### config.mk
export PLATFORM = sky130hd
export DESIGN_NAME = instr_decode_seq
export DESIGN_NICKNAME = d
export VERILOG_FILES = /design/src/rtl/instr_decode_seq.sv
export SDC_FILE = /design/constraint.sdc
export NUM_CORES = 1
export LEC_CHECK = 0
export ABC_AREA = 1
export ABC_CLOCK_PERIOD_IN_PS = 1300
export BUFFER_PORTS_ARGS = -buffer_cell sky130_fd_sc_hd__buf_4
export CAP_MARGIN = 20
export CORE_ASPECT_RATIO = 0.8
export CORE_MARGIN = 4
export CORE_UTILIZATION = 40
export CTS_CLUSTER_DIAMETER = 40
export DETAILED_ROUTE_END_ITERATION = 16
export HOLD_SLACK_MARGIN = 0.1
export PLACE_DENSITY = 0.75
export SETUP_SLACK_MARGIN = 0.3
export SYNTH_ARGS = -nofsm -noshare
export SYNTH_HDL_FRONTEND = slang
export SYNTH_SLANG_ARGS = --single-unit
export TNS_END_PERCENT = 20
### constraint.sdc
create_clock -name clk -period 1.3 [get_ports clk]
set_clock_uncertainty 0.15 [all_clocks]
set_input_delay 0.195 -clock clk [delete_from_list [all_inputs] [get_ports clk]]
set_output_delay 0.195 -clock clk [all_outputs]
set_load 0.005 [all_outputs]
### src/rtl/instr_decode_seq.sv
module instr_decode_seq (
  input  logic        clk,
  input  logic        rst_n,
  input  logic [13:0] prog_word,
  input  logic        flush_req,
  output logic [1:0]  fmt_class,
  output logic [5:0]  op_bits,
  output logic        dest_sel,
  output logic [2:0]  bit_num,
  output logic [6:0]  reg_addr,
  output logic [7:0]  lit8,
  output logic [10:0] lit11,
  output logic        wr_w_en,
  output logic        wr_f_en,
  output logic [3:0]  phase_stb,
  output logic        instr_valid
);

  localparam logic [1:0] CL_BYTE = 2'd0;
  localparam logic [1:0] CL_BIT  = 2'd1;
  localparam logic [1:0] CL_JUMP = 2'd2;
  localparam logic [1:0] CL_LIT  = 2'd3;
  localparam logic [1:0] PH_LAST = 2'd3;

  logic [1:0]  phase;
  logic [13:0] ir;
  logic        ir_flush;
  logic        flush_pend;
  logic        loaded;
  logic        kill;

  assign kill = flush_pend | flush_req;

  always_ff @(posedge clk or negedge rst_n) begin
    if (!rst_n) begin
      phase      <= '0;
      ir         <= '0;
      ir_flush   <= 1'b0;
      flush_pend <= 1'b0;
      loaded     <= 1'b0;
    end else begin
      phase <= phase + 2'd1;
      if (phase == PH_LAST) begin
        ir         <= kill ? '0 : prog_word;
        ir_flush   <= kill;
        flush_pend <= 1'b0;
        loaded     <= 1'b1;
      end else if (flush_req) begin
        flush_pend <= 1'b1;
      end
    end
  end

  assign phase_stb   = 4'b0001 << phase;
  assign instr_valid = loaded && (phase == 2'd0);
  assign fmt_class   = ir[13:12];

  always_comb begin
    op_bits  = '0;
    dest_sel = 1'b0;
    bit_num  = '0;
    reg_addr = '0;
    lit8     = '0;
    lit11    = '0;
    wr_w_en  = 1'b0;
    wr_f_en  = 1'b0;
    case (fmt_class)
      CL_BYTE: begin
        op_bits  = ir[13:8];
        dest_sel = ir[7];
        reg_addr = ir[6:0];
        wr_w_en  = ~ir[7];
        wr_f_en  = ir[7];
      end
      CL_BIT: begin
        op_bits  = {ir[13:10], 2'b00};
        bit_num  = ir[9:7];
        reg_addr = ir[6:0];
        wr_f_en  = 1'b1;
      end
      CL_JUMP: begin
        op_bits = {ir[13:11], 3'b000};
        lit11   = ir[10:0];
      end
      CL_LIT: begin
        op_bits = ir[13:8];
        lit8    = ir[7:0];
        wr_w_en = 1'b1;
      end
      default: ;
    endcase
    if (ir_flush || !loaded) begin
      wr_w_en = 1'b0;
      wr_f_en = 1'b0;
    end
  end


  phase_wrap_chk: assert property (@(posedge clk) disable iff (!rst_n)
    phase_stb[3] |=> phase_stb[0]);

  phase_step_chk: assert property (@(posedge clk) disable iff (!rst_n)
    phase_stb[0] |=> phase_stb[1]);

  valid_q1_chk: assert property (@(posedge clk) disable iff (!rst_n)
    instr_valid |-> phase_stb[0]);

  valid_pulse_chk: assert property (@(posedge clk) disable iff (!rst_n)
    instr_valid |=> !instr_valid);

  ir_hold_chk: assert property (@(posedge clk) disable iff (!rst_n)
    !phase_stb[3] |=> $stable(ir));

  wr_excl_chk: assert property (@(posedge clk) disable iff (!rst_n)
    !(wr_w_en && wr_f_en));

  jump_nowr_chk: assert property (@(posedge clk) disable iff (!rst_n)
    (fmt_class == CL_JUMP) |-> (!wr_w_en && !wr_f_en));

  flush_zero_chk: assert property (@(posedge clk) disable iff (!rst_n)
    ir_flush |-> (ir == '0 && !wr_w_en && !wr_f_en));

endmodule

== Yosys cells after proc, flatten, opt, wreduce, memory -nomap -nowiden ==
Index checks and enable logic that the tools add are counted.

* Register bits: 19
* Input bits: 17

* $add $sub $neg: 1
* Equal/unequal tests: 4
* Shift operators: 1
* Multiplexer cells: 13
* Bitwise operators: 2
* Reductions and logical operators: 8

{| class="wikitable"
|+ Operators with widths
! cell !! count
|-
| $pmux 6 s3 || 1
|-
| $mux 14 || 1
|-
| $mux 11 || 1
|-
| $mux 8 || 1
|-
| $mux 7 || 1
|-
| $eq 2x2->1 const B || 3
|-
| $mux 1 || 5
|-
| $logic_not 2->1 || 2
|-
| $pmux 1 s2 || 2
|-
| $reduce_or 2->1 || 2
|-
| $shl 1x2->4 const A || 1
|-
| $mux 3 || 1
|-
| $add 2x1->2 const B || 1
|-
| $eq 2x1->1 const B || 1
|-
| $reduce_bool 2->1 || 1
|-
| $logic_and 1x1->1 || 1
|-
| $logic_not 1->1 || 1
|-
| $logic_or 1x1->1 || 1
|-
| $not 1->1 || 1
|-
| $or 1x1->1 || 1
|}

== Longest topological paths before layout ==
* Depth in word-level cells: 3
* Gate-level depth with buffers: 6
* Gate-level depth less buffers: 5

== Least setup slack after synthesis ==
OpenSTA, ideal clock, no wires.

* Path type: register -> output
* Start: register ir[12]
* End: output wr_w_en
* Data arrival time: 1.061 ns
* Data required time: 0.955 ns
* Slack: -0.106 ns
* Stages on the path, launching flop included: 5
* Buffers on the path: 0
* Cell sequence: dfrtp_1 -> inv_1 -> ha_1 -> nand3b_1 -> nor2_1

* Word-level cells in the longest chain between the ends: 3
* Elaborated cells on any way between the ends: 4
* Those cells by class: eq/ne: 1; mux: 2; reduce/logical: 1

{| class="wikitable"
|+ Ends and longest elaborated chain
! item !! line !! text
|-
| start, declared || 26 || <nowiki>logic [13:0] ir;</nowiki>
|-
| start signal, assigned || 44 || <nowiki>ir <= kill ? '0 : prog_word;</nowiki>
|-
| $eq 2x2->1 / $logic_not 2->1 (equally long branches) || 67 || <nowiki>case (fmt_class)</nowiki>
|-
| $pmux 1 s2 (*) || 67 ||
|-
| $mux 1 (*) || 92 || <nowiki>if (ir_flush || !loaded) begin</nowiki>
|-
| end, declared || 13 || <nowiki>output logic wr_w_en,</nowiki>
|}

Every way passes the cells marked *; elsewhere a longest branch is shown, timed or not.

== Worst setup path in the final report ==
Ends and elaborated chain as after synthesis.

==> results.toml <==
[synthesis]
yosysSeqAreaShare_pct = 40.1
async_flop_share_pct = 100
synthFlopType = "dfrtp_1"
synthesis.nets = 193
synthMuxAreaShare_pct = 0
synth_area_um2 = 1190
yosys-top-cells-count = "nand2_1, inv_1, dfrtp_1"
ys_seq_elements = 19
synth_top_area_cell = "dfrtp_1"
yosys.area.top_type_share_pct = 40.1
synthSimpleGateAreaFrac_pct = 26.5
synth_fa_ha_area_share_pct = 8.44
synthCells = 168
synth_edf_count = 0
synth_most_common_cell = "nand2_1"
synth_top_family_by_area = "simple AND/OR/NAND/NOR gates"
synth_compound_area_share_pct = 4.85
yosys_warnings = 0
yosysUniqueCellTypes = 18
synth_xor_area_share_pct = 0
synthTopCellsByArea = "dfrtp_1, nand2_1, inv_1"
avgSynthCellArea_um2 = 7.06

[critical_path]
r2r_start = "phase[0]"
crit_family = "flip-flops"
cp-start-kind = "register"
reg2reg_depth = 4
cp_max_fo = 4
crit_buf_inv = 2
max_stage_delay_ns = 0.46
r2r_end = "ir[4]"
worstSetupPathType = "register to output port"
end_kind = "output port"
arrival_ns = 1.43
reg2reg_slack_ns = 0
path_cells = "inv_4 -> ha_4 -> nand3b_1 -> nor2_1 -> buf_4"
required_ns = 0.95
critPathSlowestCell = "dfrtp_2"

[sta]
drv_slew = 0
tightest_slew_ns = 0.264
slew_headroom_pct = 82.3
rsz0062_at_grt = "true"
setup_violations = 46
hold_violations = 0
finalCritPeriodShare_pct = 137
min_period_ns = 1.78
achievable-frequency_ghz = 0.563
totalNegativeSetupSlack_ns = -14.76
layout_setup_ws_ns = -0.477

[route]
num_vias = 1280
drc_errors = 0
viasPerCell = 4.40
dr.pass1.iters = 4
wire_per_inst_um = 12.0
ant_nets = 0
drt_iter0_markers = 57
drt_wl_total_mm = 3.50

[clock_network]
clockBufferDepth = 2
clkTransAtPathRegs_ns = 0.07
cts.sinks = 19
insertion_delay_ns = 0.26
tritoncts = "yes"
cts_hold_buffers = 14
cts_max_level = 1
clockRootBuffer = "clkbuf_8"
cts_buffers = 3

[power_and_ir_drop]
total_power_mw = 1.18
internal-power_mw = 0.912
power.share.combinational_pct = 13.8
peakVddDrop_v = 0.000533
p_seq_share_pct = 51.6
p_sw_mw = 0.272
swShare_pct = 23.0
p_per_area_nw_per_um2 = 553
power.share.clock_pct = 34.6
power_leakage_nw = 1.22

[floorplanning]
fp.dieW_um = 68.9
start_util_pct = 42.2
rows = 17
die_h_um = 56.7
ios = 62
core-area_um2 = 2810
dieArea_um2 = 3910

[hold_path]
hold_path_depth = 3
min_to = "ir[4]"
hold_path_startpoint = "prog_word[4]"
holdCritPathClass = "input port to register"

[outcome]
violations = "negative setup slack"
outcome = "complete, but fails checks"

[global_routing]
antenna_found_initial = 0
grt_usage_pct = 17.8
grt_max_degree = 20
first_global_vias = 1213
grt_pass1_wl_mm = 5.43
gr-total-overflow = 0

[layout]
final_nets = 279
fin_util_pct = 76.2
antenna_cells = 0
drive_gt1_share_pct = 50.6
fillers = 225
area_growth_syn_to_layout_pct = 80.4
finalNonFillerCells = 291
design_area_um2 = 2140

[place]
dp_hpwl_mm = 2.31
port_buffers = 61
dp.cells = 265
placed_area_um2 = 1730
routabilityCongestion = 0.831

[flow_run]
cap_violations = 0
-- power groups by stage --
| stage | registers (mW) | clock network (mW) | logic [mW] |
|---|---|---|---|
| 6_report | 0.612 | 0.409 | 0.163 |
| 3_3_place_gp | 0.620 | 0 | 0.113 |
| 4_1_cts | 0.610 | 0.423 | 0.156 |
| 3_5_place_dp | 0.621 | 0 | 0.115 |
| 2_1_floorplan | 0.619 | 0 | 0.0399 |
| 5_1_grt | 0.613 | 0.441 | 0.179 |
-- through the flow --
| stage | hold slack, ns | setup WS (ns) |
|---|---|---|
| 3_5_place_dp | -0.0661 | -0.278 |
| 4_1_cts | 0.0671 | -0.466 |
| 5_1_grt | 0.0827 | -0.527 |
| 6_report | 0.0723 | -0.477 |
| 3_3_place_gp | -0.0672 | -0.245 |
| 2_1_floorplan | -0.251 | -0.0315 |
-- cells in the final DEF, fill, tap and decap left out --
cell,n
nand3_1,7
ha_2,3
nand2_2,10
dfrtp_1,18
clkinv_2,1
buf_6,20
or2_1,1
ha_4,5
inv_1,24
inv_4,1
buf_12,1
nand3b_1,1
nor2_4,2
dfrtp_2,1
o21ai_0,7
dlygate4sd3_1,14
clkbuf_8,3
nand2_1,46
nand2_4,1
nor2_2,8
inv_2,16
a21oi_1,2
o21ai_1,1
a21boi_1,1
buf_4,56
nor2_1,3
-- flip-flops by register name, indices dropped and copies added (netlist names) --
name / count
loaded: 1
phase: 2
ir: 14
ir_flush: 1
flush_pend: 1
-- per-layer routing --
layer  up-vias  GRT usage (%)  share of wire (%)
met4         0           2.50               0.26
met3         3           4.40                7.4
li1        649              -                  -
met5         -              0                  0
met2        45           31.0                 50
met1       583           22.4                 42
-- cell type report --
cell class,count,area [µm²],share of cell area (%)
inverters,41,156,7.31
well taps,38,47.5,2.22
clock buffers,3,41.3,1.93
multi-input cells,98,607,28.4
clock inverters,1,5.00,0.234
flip-flops and latches,19,477,22.3
repair buffers,91,806,37.7
-- cell families after synthesis --
family / after synthesis
and+or+nand+nor: 79
adders and majority gates: 8
buffers and inverters: 51
DFF: 19
AOI/OAI and AO/OA: 11
-- what timing repair did --
action	CTS	global route
setup endpoints to repair	63	63
pin swaps	5	4
buffers inserted	4	4
hold endpoints to repair	34	2
resized for setup	13	46
-- worst reg2reg max path: stages, from the launching register on --
cell and delay, ns:
dfrtp_1 0.41, ha_2 0.23, buf_4 0.19, nand2_1 0.07, o21ai_0 0.16
-- worst max path at each step --
stage	startpoint	end	slack [ns]	cells after the start
floorplan	ir[13]	wr_w_en	-0.03	4
global placement	ir[12]	lit11[0]	-0.24	5
detailed placement	ir[12]	lit11[4]	-0.28	5
CTS	ir[12]	wr_w_en	-0.47	5
global route	ir[12]	wr_w_en	-0.53	5
finish	ir[12]	wr_w_en	-0.48	5
Power figures use the tool's default switching activity.
